<file path="config.mk">
export PLATFORM = sky130hd
export DESIGN_NAME = dma_desc_ring
export DESIGN_NICKNAME = d
export VERILOG_FILES = /design/src/rtl/dma_desc_ring.sv
export SDC_FILE = /design/constraint.sdc
export NUM_CORES = 1
export LEC_CHECK = 0
export BUFFER_PORTS_ARGS = -buffer_cell sky130_fd_sc_hd__buf_2
export CAP_MARGIN = 40
export CORE_ASPECT_RATIO = 0.7
export CORE_MARGIN = 5
export CORE_UTILIZATION = 49
export DETAILED_ROUTE_END_ITERATION = 10
export PLACE_DENSITY = 0.84
export SLEW_MARGIN = 20
export SYNTH_ARGS = -nofsm -noshare
export SYNTH_HDL_FRONTEND = slang
export SYNTH_SLANG_ARGS = --single-unit
</file>
<file path="constraint.sdc">
create_clock -name clk -period 2.3 [get_ports clk]
set_clock_uncertainty 0.2 [all_clocks]
set_input_delay 0 -clock clk [delete_from_list [all_inputs] [get_ports clk]]
set_output_delay 0 -clock clk [all_outputs]
set_load 0.02 [all_outputs]
</file>
<file path="src/rtl/dma_desc_ring.sv">
module dma_desc_ring #(
  parameter int AW         = 32,
  parameter int TGT_AW     = 24,
  parameter int CNT_W      = 13,
  parameter int MAX_BYTES  = 4096,
  parameter int MIN_TBL_LG = 14
) (
  input  logic              clk,
  input  logic              rst_n,
  input  logic              reg_wr_en,
  input  logic [1:0]        reg_addr,
  input  logic [31:0]       reg_wdata,
  output logic [31:0]       reg_rdata,
  output logic              irq,
  output logic              mrd_req_valid,
  input  logic              mrd_req_ready,
  output logic [AW-1:0]     mrd_req_addr,
  input  logic              mrd_rsp_valid,
  input  logic [31:0]       mrd_rsp_data,
  output logic              tgt_wr_valid,
  output logic [TGT_AW-1:0] tgt_wr_addr,
  output logic [31:0]       tgt_wr_data
);
  localparam int DW_W = $clog2(MAX_BYTES / 4 + 1);
  localparam logic [CNT_W:0] MAXB = (CNT_W + 1)'(MAX_BYTES);
  localparam logic [1:0] A_TBL = 2'd0, A_STAT = 2'd1, A_INT = 2'd2, A_KICK = 2'd3;

  typedef enum logic [2:0] {S_IDLE, S_DREQ, S_DWAIT, S_XREQ, S_XWAIT} st_t;

  st_t              state;
  logic [AW-1:0]    ptr_q, src_q;
  logic [1:0]       size_q, widx_q;
  logic [TGT_AW-1:0] tgt_q;
  logic [DW_W-1:0]  left_q;
  logic             hold_q, eol_q, ie_q, is_q;

  logic             busy, desc_done;
  logic [AW-1:0]    tbl_mask, ptr_nxt, ptr_rd;
  logic [CNT_W-1:0] bcnt;
  logic [CNT_W:0]   bclamp, dw_full;
  logic [DW_W-1:0]  dwords;
  logic             unused_bits;

  assign busy     = (state != S_IDLE);
  assign tbl_mask = (AW'(1) << (MIN_TBL_LG + int'(size_q))) - AW'(1);
  assign ptr_nxt  = (ptr_q & ~tbl_mask) | ((ptr_q + AW'(16)) & tbl_mask);
  assign ptr_rd   = busy ? ptr_nxt : ptr_q;

  assign bcnt    = mrd_rsp_data[CNT_W-1:0];
  assign bclamp  = ({1'b0, bcnt} > MAXB) ? MAXB : {1'b0, bcnt};
  assign dw_full = (bclamp + (CNT_W + 1)'(3)) >> 2;
  assign dwords  = dw_full[DW_W-1:0];

  assign desc_done = ((state == S_DWAIT) && mrd_rsp_valid && (widx_q == 2'd3) && (left_q == '0))
                  || ((state == S_XWAIT) && mrd_rsp_valid && (left_q == DW_W'(1)));

  assign mrd_req_valid = (state == S_DREQ) || (state == S_XREQ);
  assign mrd_req_addr  = (state == S_DREQ) ? (ptr_q | AW'({widx_q, 2'b00})) : src_q;

  assign tgt_wr_valid = (state == S_XWAIT) && mrd_rsp_valid;
  assign tgt_wr_addr  = tgt_q;
  assign tgt_wr_data  = mrd_rsp_data;

  assign irq = ie_q & is_q;

  always_comb begin
    case (reg_addr)
      A_TBL:   reg_rdata = 32'(ptr_rd) & 32'hFFFF_FFF0;
      A_STAT:  reg_rdata = {31'b0, busy};
      A_INT:   reg_rdata = {30'b0, is_q, ie_q};
      default: reg_rdata = 32'b0;
    endcase
  end

  assign unused_bits = ^{mrd_rsp_data, reg_wdata};

  always_ff @(posedge clk) begin
    if (!rst_n) begin
      state  <= S_IDLE;
      ptr_q  <= '0;
      src_q  <= '0;
      size_q <= '0;
      widx_q <= '0;
      tgt_q  <= '0;
      left_q <= '0;
      hold_q <= 1'b0;
      eol_q  <= 1'b0;
      ie_q   <= 1'b0;
      is_q   <= 1'b0;
    end else begin
      if (reg_wr_en && reg_addr == A_INT) begin
        ie_q <= reg_wdata[0];
        if (reg_wdata[1]) is_q <= 1'b0;
      end
      if (desc_done && eol_q) is_q <= 1'b1;

      case (state)
        S_IDLE: begin
          if (reg_wr_en && reg_addr == A_TBL) begin
            ptr_q  <= AW'(reg_wdata) & ~AW'(15);
            size_q <= reg_wdata[1:0];
          end
          if (reg_wr_en && reg_addr == A_KICK) begin
            state  <= S_DREQ;
            widx_q <= 2'd0;
          end
        end
        S_DREQ: if (mrd_req_ready) state <= S_DWAIT;
        S_DWAIT: if (mrd_rsp_valid) begin
          widx_q <= widx_q + 2'd1;
          case (widx_q)
            2'd0: tgt_q <= mrd_rsp_data[TGT_AW-1:0];
            2'd1: src_q <= AW'(mrd_rsp_data) & ~AW'(3);
            2'd2: begin
              eol_q  <= mrd_rsp_data[31];
              hold_q <= mrd_rsp_data[30];
              left_q <= dwords;
            end
            default: ;
          endcase
          if (widx_q != 2'd3)       state <= S_DREQ;
          else if (left_q != '0)    state <= S_XREQ;
        end
        S_XREQ: if (mrd_req_ready) state <= S_XWAIT;
        S_XWAIT: if (mrd_rsp_valid) begin
          src_q  <= src_q + AW'(4);
          if (!hold_q) tgt_q <= tgt_q + TGT_AW'(4);
          left_q <= left_q - DW_W'(1);
          state  <= S_XREQ;
        end
        default: state <= S_IDLE;
      endcase

      if (desc_done) begin
        ptr_q  <= ptr_nxt;
        widx_q <= 2'd0;
        state  <= eol_q ? S_IDLE : S_DREQ;
      end
    end
  end
endmodule

</file>
==> results of run 1 <==
[logic make-up (layout without fill, tap and decap cells)]
group | after synthesis | count (layout) | share of synthesized area (%)
and+or+nand+nor | 417 | 417 | 28.67
DFF | 108 | 108 | 29.53
AOI/OAI and AO/OA | 284 | 284 | 24.83
other | 1 | 2 | 0.05122
xor gates and xnor gates | 22 | 22 | 2.632
buffers and inverters | 120 | 359 | 8.322
muxes | 28 | 28 | 4.255
adders and majority gates | 10 | 10 | 1.709
[area by class of cell]
type	instances	area, um^2
Fill cell	1215	5024
Tap cell	195	244.0
Timing Repair Buffer	327	2262
Clock buffer	10	229.0
Inverter	16	60.06
Sequential cell	108	2168
Clock inverter	6	47.55
Multi-Input combinational cell	763	4641
[power by group through the flow]
stage                     Clock (uW)  Sequential, uW  Combinational [uW]
after floorplan                    0            1970                 379
after CTS                       1530            1930                 694
after global placement             0            1970                 592
final                           1520            1930                 730
after detailed placement           0            1970                 598
after global routing            1610            1940                 774
[per-layer routing]
layer	vias up	GRT usage (%)	part of all wire (%)
met5	-	0	0
met2	533	46.20	46
met4	0	8.786	3.3
met1	4144	39.34	41
met3	85	6.281	10
li1	4066	-	-
[per-stage QoR]
step / instances / utilization, % / cell area, um^2 / TNS, ns / power (uW)
floorplan: 991 / - / 7326 / 0 / 2352
global placement: 1335 / 58.14 / 8532 / 0 / 2564
detailed placement: 1335 / 58.14 / 8532 / 0 / 2573
CTS: 1424 / 65.10 / 9554 / 0 / 4156
global route: 1425 / 65.77 / 9652 / -0.05201 / 4317
finish: 1425 / 65.77 / 9652 / 0 / 4185
[registers in the layout (all words and copies together), names as in the netlist]
signal,cells
ptr_q,32
src_q,30
tgt_wr_addr,24
left_q,11
state,3
size_q,2
widx_q,2
eol_q,1
hold_q,1
ie_q,1
is_q,1
[cell usage after synthesis (20+ instances only)]
cell        n  area share, %
nor2_1     83            4.3
a21oi_1    97            6.6
and2_1     30            2.6
mux2_2     25            3.8
dfxtp_1   108             30
o21ai_0    63            4.3
clkbuf_1   44            2.3
and3_1     23            2.0
nand2_1   124            6.4
buf_4      34            3.5
nand4_1    20            1.7
nand3_1    46            3.1
nor3_1     26            1.8
[worst max-delay path, cell delays in order, from the launching register on]
cell	delay [ns]
dfxtp_1	0.34
buf_12	0.15
nand2b_2	0.23
nor2_4	0.21
buf_12	0.20
mux2_2	0.39
buf_2	0.17
[worst max-delay path by stage]
stage	startpoint	to	slack, ns	cells after the start
2_1_floorplan	left_q[0]	ptr_q[17]	0.11	9
3_3_place_gp	state[2]	tgt_wr_addr[20]	0.17	6
3_5_place_dp	state[2]	src_q[28]	0.12	5
4_1_cts	ptr_q[5]	reg_rdata[14]	0.02	8
5_1_grt	src_q[12]	src_q[31]	-0.02	6
6_report	state[2]	mrd_req_addr[29]	0.05	6
[what timing repair did]
action / CTS / global route
gates cloned: 0 / 1
hold buffers: 73 / 0
endpoints found under the hold margin: 87 / 0
resized for setup: 4 / 21
buffers inserted: 0 / 0
endpoints found under the setup margin: 4 / 11
pin swaps: 0 / 2
==> impl_metrics.toml, run 1 <==
[outcome]
status = "complete, no violations"

[grt]
grt_overflow_total = 0
grt_first_pass_wirelength_um = 41830
grt_start_max_net_pins = 40
grt_pass1_vias = 8117
grt_usage_pct = 28.95
antenna_found_initial = 0

[sta]
hold_violations = 0
finalMaxSlewViolations = 0
finalWorstSetupSlack_ns = 0.04725
slew_headroom_pct = 52.61
max_freq_ghz = 0.4439
rsz0062_at_grt = "yes"
fin_crit_ns = 2.253
worstMarginPinSlew_ns = 0.7083
period_share_pct = 97.95
setup-violations-final = 0
hold_ws_ns = 0.01494

[cts]
tritoncts = "done"
clk_path_buf_depth = 2
cts_sinks = 108
cts_max_level = 3
clk_pin_slew_ns = 0.07
cts_root_buffer = "clkbuf_16"
clk_latency_ns = 0.35
cts_buffers = 9

[setup_path]
worstPathMaxFanout = 19
r2r_cells = 6
regToRegStartpoint = "src_q[12]"
cp-end-kind = "output port"
cp-start-kind = "flip-flop"
rrSetupSlack_ns = 0.07
reg2reg_to = "src_q[31]"
worstPathArrival_ns = 2.05
required_ns = 2.10
crit_type = "flip-flop to output port"

[placed_design]
place.gp.congestion = 0.9564
dpl.hpwl_um = 18780
io_buffers = 189
dp_slack_ns = 0.1230

[yosys]
async_flop_share_pct = 0
syn_inst = 990
synth_edf_count = 0
synth_flop_cell = "dfxtp_1"
netlist_area_um2 = 7322
synth.distinct_cells = 74
seq_area_frac_synth_pct = 29.53
ys_seq_elements = 108
yosysWarnings = 0
avgSynthCellArea_um2 = 7.396

[job]
max-cap-violations = 0

[power]
power.density_nw_per_um2 = 433.6
switching_power_uw = 1226
p_clk_share_pct = 36.3
p_int_uw = 2959
power.share.sequential_pct = 46.2
leakagePower_uw = 0.004048
ir_drop_mv = 0.3442
p_comb_share_pct = 17.5
swShare_pct = 29.30

[route]
dr.pass1.iters = 5
num_vias = 8828
wl_um = 27160
drt-vias-per-instance = 6.195
postRouteAntennaNets = 0
wl_per_cell_um = 19.06
drc_errors = 0
drtIter0Drc = 929

[floorplanning]
die_h_um = 112.3
coreArea_um2 = 14680
fp.dieArea_um2 = 17530
die_w_um = 156.1
initial_core_util_pct = 49.89
rows = 37
io_pins = 194

[layout]
area_growth_pct = 31.82
final_common_cell = "buf_2"
drive_above_1_share_pct = 27.72
nets = 1306
num_antenna_cells = 0
layout_common_cells = "buf_2 (187), nand2_1 (123), dfxtp_1 (103)"

[worst_hold_path]
hold_class = "input port to flip-flop"
min_from = "mrd_rsp_data[5]"
hold_path_depth = 4
hold_end = "left_q[3]"
Power figures use the tool's default switching activity.
==> run 2: changes to the inputs <==
==> config.mk (replaced) <==
export PLATFORM = sky130hd
export DESIGN_NAME = dma_desc_ring
export DESIGN_NICKNAME = d
export VERILOG_FILES = /design/src/rtl/dma_desc_ring.sv
export SDC_FILE = /design/constraint.sdc
export NUM_CORES = 1
export LEC_CHECK = 0
export ABC_AREA = 1
export BUFFER_PORTS_ARGS = -buffer_cell sky130_fd_sc_hd__buf_2
export CAP_MARGIN = 40
export CORE_ASPECT_RATIO = 0.7
export CORE_MARGIN = 5
export CORE_UTILIZATION = 40
export DETAILED_ROUTE_END_ITERATION = 10
export PLACE_DENSITY = 0.72
export SLEW_MARGIN = 0
export SYNTH_ARGS = -nofsm -noshare
export SYNTH_HDL_FRONTEND = slang
export SYNTH_SLANG_ARGS = --single-unit
==> run 2 against run 1 <==
Effect of this change:
- the flow now finishes with violations (negative setup slack)
- power grew 57%
- maximum frequency shrank 3.6%
- routed wire length shrank 4.7%
- clock-buffer cell count is the same
- first-iteration DRC count shrank 15%
- sequential cell count is the same
- sequential share of layout area grew 0.11 points
- critical endpoint is now reg_rdata[12]
- synthesized cell count grew 20%
==> impl_metrics.toml, run 2 <==
[yosys]
synth_common_cells = "nand2_1 (269), inv_1 (134), o21ai_0 (129)"
yosysWarnings = 0
synth.top_cell.area_share_pct = 29.22
synthMuxAreaShare_pct = 0
synth_flop_cell = "dfxtp_1"
yosysTopAreaCell = "dfxtp_1"
synth_edf_count = 0
synthAdderAreaFrac_pct = 1.691
synth_xor_xnor_area_share_pct = 3.907
synth_top_family_by_area = "simple AND/OR/NAND/NOR gates"
synth.distinct_cells = 43
ys_seq_elements = 108
netlist_area_um2 = 7398
syn_inst = 1187
synth_compound_area_share_pct = 20.75
async_flop_share_pct = 0
synth_area_leaders = "dfxtp_1 (29%), nand2_1 (14%), o21ai_0 (8.7%)"
avgSynthCellArea_um2 = 6.233
seq_area_frac_synth_pct = 29.22
synth_most_common_cell = "nand2_1"
synthSimpleGateAreaFrac_pct = 30.44

[setup_path]
worstPathMaxFanout = 4
crit_type = "flip-flop to output port"
regToRegStartpoint = "ptr_q[4]"
worstPathCellList = "ha_4 > nand2_4 > nor2_4 > nand4_1 > nor2_2 > xor2_1 > o21ai_1 > o21bai_1 > inv_1 > buf_6"
worstPathArrival_ns = 2.14
crit_family = "simple AND/OR/NAND/NOR gates"
rrSetupSlack_ns = 0.17
reg2reg_to = "ptr_q[16]"
slowest_delay_ns = 0.37
crit_start = "ptr_q[4]"
critPathBufInv = 2
cp-end-kind = "output port"
required_ns = 2.10
r2r_cells = 13
cp-start-kind = "flip-flop"
slowest_stage = "dfxtp_4"

[power]
ir_drop_mv = 0.3779
leakagePower_uw = 0.004414
power_uw = 6575
power.density_nw_per_um2 = 682.3

[route]
num_vias = 8740
postRouteAntennaNets = 0
wl_um = 25880
drc_errors = 0
wl_per_cell_um = 15.61
drt-vias-per-instance = 5.271
dr.pass1.iters = 5
drtIter0Drc = 787

[cts]
clk_latency_ns = 0.36
tritoncts = "done"
cts_sinks = 108
cts_max_level = 3
clk_path_buf_depth = 2
cts_root_buffer = "clkbuf_16"
cts_buffers = 9
clk_pin_slew_ns = 0.07

[grt]
antenna_found_initial = 0
use_met2_pct = 37.66
gr-max-usage-layer = "met2"
grtUsageMet1_pct = 31.95
grt_start_max_net_pins = 83
grt_first_pass_wirelength_um = 41110
grt_overflow_total = 0
use_met3_pct = 4.490
grt_usage_pct = 23.28
grt_pass1_vias = 8175

[sta]
worstMarginPinSlew_ns = 0.8012
setup-violations-final = 2
slew_headroom_pct = 46.59
period_share_pct = 101.7
max_freq_ghz = 0.4277
rsz0062_at_grt = "yes"
fin_crit_ns = 2.338
finalWorstSetupSlack_ns = -0.03799
finalMaxSlewViolations = 0
hold_violations = 0

[layout]
num-fill-cells = 1780
nets = 1500
largest_register = "ptr_q"
final_common_cell = "nand2_1"
final_util_pct = 53.22
num_antenna_cells = 0
drive_above_1_share_pct = 21.80
largest_reg_flops = 32
layout_common_cells = "nand2_1 (266), buf_2 (186), inv_1 (132)"
regArea_um2 = 2176
multi_input_area_um2 = 4300
area_growth_pct = 30.26

[job]
max-cap-violations = 0

[outcome]
violations = "negative setup slack"
status = "finished, violations left"

[floorplanning]
coreArea_um2 = 18110
die_h_um = 123.8
initial_core_util_pct = 40.86
fp.dieArea_um2 = 21360
io_pins = 194
die_w_um = 172.6
rows = 41

[worst_hold_path]
min_from = "reg_addr[1]"
hold_path_depth = 3
hold_end = "reg_rdata[0]"
hold_class = "input port to output port"

[placed_design]
dpl.hpwl_um = 18490
io_buffers = 189
dp_slack_ns = 0.1235
place.gp.congestion = 0.9198
run 2: cell types whose count changed after synthesis, moves of 28 or more:
cell and delta:
nand2_1 +145, inv_1 +118, o21ai_0 +66, nand3_1 +31, and2_1 -30, nor2_1 +28
run 2: worst max path at each step:
stage,end,slack [ns],depth (start not counted)
floorplan,tgt_wr_addr[22],0.30,12
global placement,reg_rdata[12],0.20,10
detailed placement,reg_rdata[14],0.12,10
CTS,reg_rdata[14],-0.06,10
global route,reg_rdata[12],-0.15,10
finish,reg_rdata[12],-0.04,10
run 2: cell type report:
class | count | share of cell area (%)
clock inverter | 4 | 0.5323
sequential | 108 | 22.58
clock buffer | 10 | 2.376
inverter | 144 | 5.661
tap | 236 | 3.064
timing repair buffer | 305 | 21.16
multi-input combinational | 851 | 44.62
run 2: stage by stage:
stage	setup TNS [ns]	cell area (um^2)	hold WS, ns	std cells
2_1_floorplan	0	7402	-0.08741	1188
3_3_place_gp	0	8391	0.03604	1556
3_5_place_dp	0	8391	0.03672	1556
4_1_cts	-0.05697	9528	0.1615	1653
5_1_grt	-0.4553	9637	0.1868	1658
6_report	-0.07465	9637	0.1702	1658
run 2: kinds of logic (layout without fill, tap and decap cells):
family	count (synthesis)	in the layout
simple gates	526	526
compound gates	280	280
buf+inv	229	463
flops	108	108
xor+xnor	33	33
fa+ha+maj	10	10
other cells	1	2
run 2: timing repair:
action / in CTS / in global routing
pin swaps: 7 / 9
setup endpoints to repair: 7 / 41
hold endpoints to repair: 99 / 0
hold buffers: 68 / 0
resized for setup: 16 / 21
buffers inserted: 15 / 6
run 2: tightest hold or removal path, stage by stage:
cell and delay, ns:
buf_2 0.13, o31ai_1 0.09, buf_2 0.15
run 2: routing by layer:
layer | routed length (um) | share of wire (%)
met1 | 11810 | 46
met2 | 11560 | 45
met3 | 1935 | 7.5
met4 | 573 | 2.2
met5 | 0 | 0
run 2: power breakdown:
group | switching, uW | internal, uW
sequential | 288 | 2110
clock | 730 | 837
combinational | 1680 | 922
total | 2700 | 3870
==> run 3: changes to the inputs <==
--- a/config.mk
+++ b/config.mk
@@ -5,7 +5,6 @@
 export SDC_FILE = /design/constraint.sdc
 export NUM_CORES = 1
 export LEC_CHECK = 0
-export ABC_AREA = 1
 export BUFFER_PORTS_ARGS = -buffer_cell sky130_fd_sc_hd__buf_2
 export CAP_MARGIN = 40
 export CORE_ASPECT_RATIO = 0.7
==> run 3 against run 2 <==
Effect of this change:
- the flow now finishes without violations
- final cell count down 12%
- critical path depth down 4
- combinational power down 72%
- maximum frequency up 4.9%
- sequential share of layout area down 0.28 points
- sequential cell count unchanged
- critical path type unchanged
- die area down 0.96%
- setup slack better by 0.11 ns
- core utilization up 0.91 points
==> impl_metrics.toml, run 3 (synthesized netlist as in run 1, its figures left out) <==
[sta]
rsz0062_at_grt = "yes"
hold_violations = 0
setup-violations-final = 0
slew_headroom_pct = 62.88
max_freq_ghz = 0.4486
worstMarginPinSlew_ns = 0.5568
period_share_pct = 96.93
finalWorstSetupSlack_ns = 0.07062
finalMaxSlewViolations = 0
tns_ns = 0
fin_crit_ns = 2.229

[floorplanning]
die_w_um = 171.7
initial_core_util_pct = 40.66
rows = 41
fp.dieArea_um2 = 21150
coreArea_um2 = 18010
io_pins = 194
die_h_um = 123.2

[setup_path]
required_ns = 2.10
reg2reg_to = "src_q[31]"
regToRegStartpoint = "src_q[12]"
crit_type = "flip-flop to output port"
rrSetupSlack_ns = 0.09
r2r_cells = 6
worstPathMaxFanout = 37
crit_start = "state[2]"
crit_path_end = "mrd_req_addr[4]"
cp-end-kind = "output port"
worstPathArrival_ns = 2.03
cp-start-kind = "flip-flop"

[route]
wl_per_cell_um = 18.36
wl_um = 26890
drtIter0Drc = 879
drc_errors = 0
postRouteAntennaNets = 0
drt-vias-per-instance = 5.904
dr.pass1.iters = 5
num_vias = 8649

[cts]
post_cts_buffers = 0
cts_buffers = 9
tritoncts = "done"
clk_path_buf_depth = 2
cts_root_buffer = "clkbuf_16"
clk_pin_slew_ns = 0.07
cts_max_level = 3
cts_sinks = 108
clk_latency_ns = 0.35

[layout]
final_common_cell = "buf_2"
layout_common_cells = "buf_2 (188), nand2_1 (123), dfxtp_1 (101)"
nets = 1305
drive_above_1_share_pct = 28.07
area_growth_pct = 33.12
largest_reg_flops = 32
fin_area_um2 = 9747
num_antenna_cells = 0
largest_register = "ptr_q"

[power]
ir_drop_mv = 0.4035
power_uw = 4244
leakagePower_uw = 0.004088
swShare_pct = 29.33
p_int_uw = 2999
power.share.sequential_pct = 45.5
power.density_nw_per_um2 = 435.4
switching_power_uw = 1245
p_clk_share_pct = 37.6
p_comb_share_pct = 16.9

[placed_design]
placed_cell_area_um2 = 8636
dp_slack_ns = 0.01834
dpl.hpwl_um = 19040
io_buffers = 189
place.gp.congestion = 0.9516

[worst_hold_path]
hold_class = "input port to flip-flop"

[grt]
grt_first_pass_wirelength_um = 41950
antenna_found_initial = 1
grt_usage_pct = 24.55
grt_start_max_net_pins = 76
grt_overflow_total = 0
grt_pass1_vias = 7896

[job]
max-cap-violations = 0

[outcome]
status = "complete, no violations"
==> run 3: cell count changes in the layout (fill, tap and decap cells not counted), moves of 16 or more <==
cell     before  now
mux2_2        0   25
and2_1        0   30
and3_1        1   23
inv_1       132   15
xor2_1       26   10
nand2_1     266  123
nand3_1      75   45
nor2_1      106   81
o21ai_0     128   62
==> run 3: power groups by stage <==
stage	Clock, uW	Sequential [uW]	Combinational (uW)
finish	1600	1930	718
global route	1700	1930	770
CTS	1620	1930	697
detailed placement	0	1970	606
global placement	0	1970	602
floorplan	0	1970	379
==> run 3: worst max-delay path, cell delays in order (launching register included) <==
cell,delay (ns)
dfxtp_1,0.31
buf_4,0.18
nand2b_1,0.22
nor2_2,0.16
buf_12,0.24
mux2_2,0.40
buf_2,0.17
==> run 3: stage by stage <==
stage	util, %	instances	hold WS (ns)
2_1_floorplan	-	991	-0.08741
3_3_place_gp	47.96	1378	0.04260
3_5_place_dp	47.96	1378	0.04476
4_1_cts	53.65	1465	0.003047
5_1_grt	54.13	1465	0.04657
6_report	54.13	1465	0.009193
==> run 3: how the worst min path moves through the flow <==
stage                     start               to  slack [ns]  cells past startpoint
3_3_place_gp   mrd_rsp_data[25]  tgt_wr_data[25]        0.04                      2
3_5_place_dp   mrd_rsp_data[26]  tgt_wr_data[26]        0.04                      2
2_1_floorplan   mrd_rsp_data[0]   tgt_wr_data[0]       -0.09                      1
5_1_grt         mrd_rsp_data[5]        left_q[3]        0.05                      4
6_report        mrd_rsp_data[5]       left_q[10]       0.009                      5
4_1_cts         mrd_rsp_data[5]       left_q[10]       0.003                      5
==> run 3: per-layer routing <==
layer	share of wire (%)	GRT usage, %	vias to the layer above
met5	0.026	0	-
met4	2.2	5.938	2
met3	8.6	4.091	60
met2	45	38.79	434
met1	45	35.13	4104
li1	-	-	4049
==> run 3: final cells by class <==
class | count | area, um^2
fill | 1681 | 8259
clock inverter | 6 | 62.56
tap | 236 | 295.3
timing repair buffer | 326 | 2271
multi-input combinational | 763 | 4646
sequential | 108 | 2173
clock buffer | 10 | 239.0
inverter | 16 | 60.06
==> run 3: repair_timing <==
item / in CTS / in global routing
endpoints found under the setup margin: 2 / 23
endpoints found under the hold margin: 82 / 0
pin swaps: 0 / 5
gates resized for setup: 2 / 25
hold buffers: 71 / 0
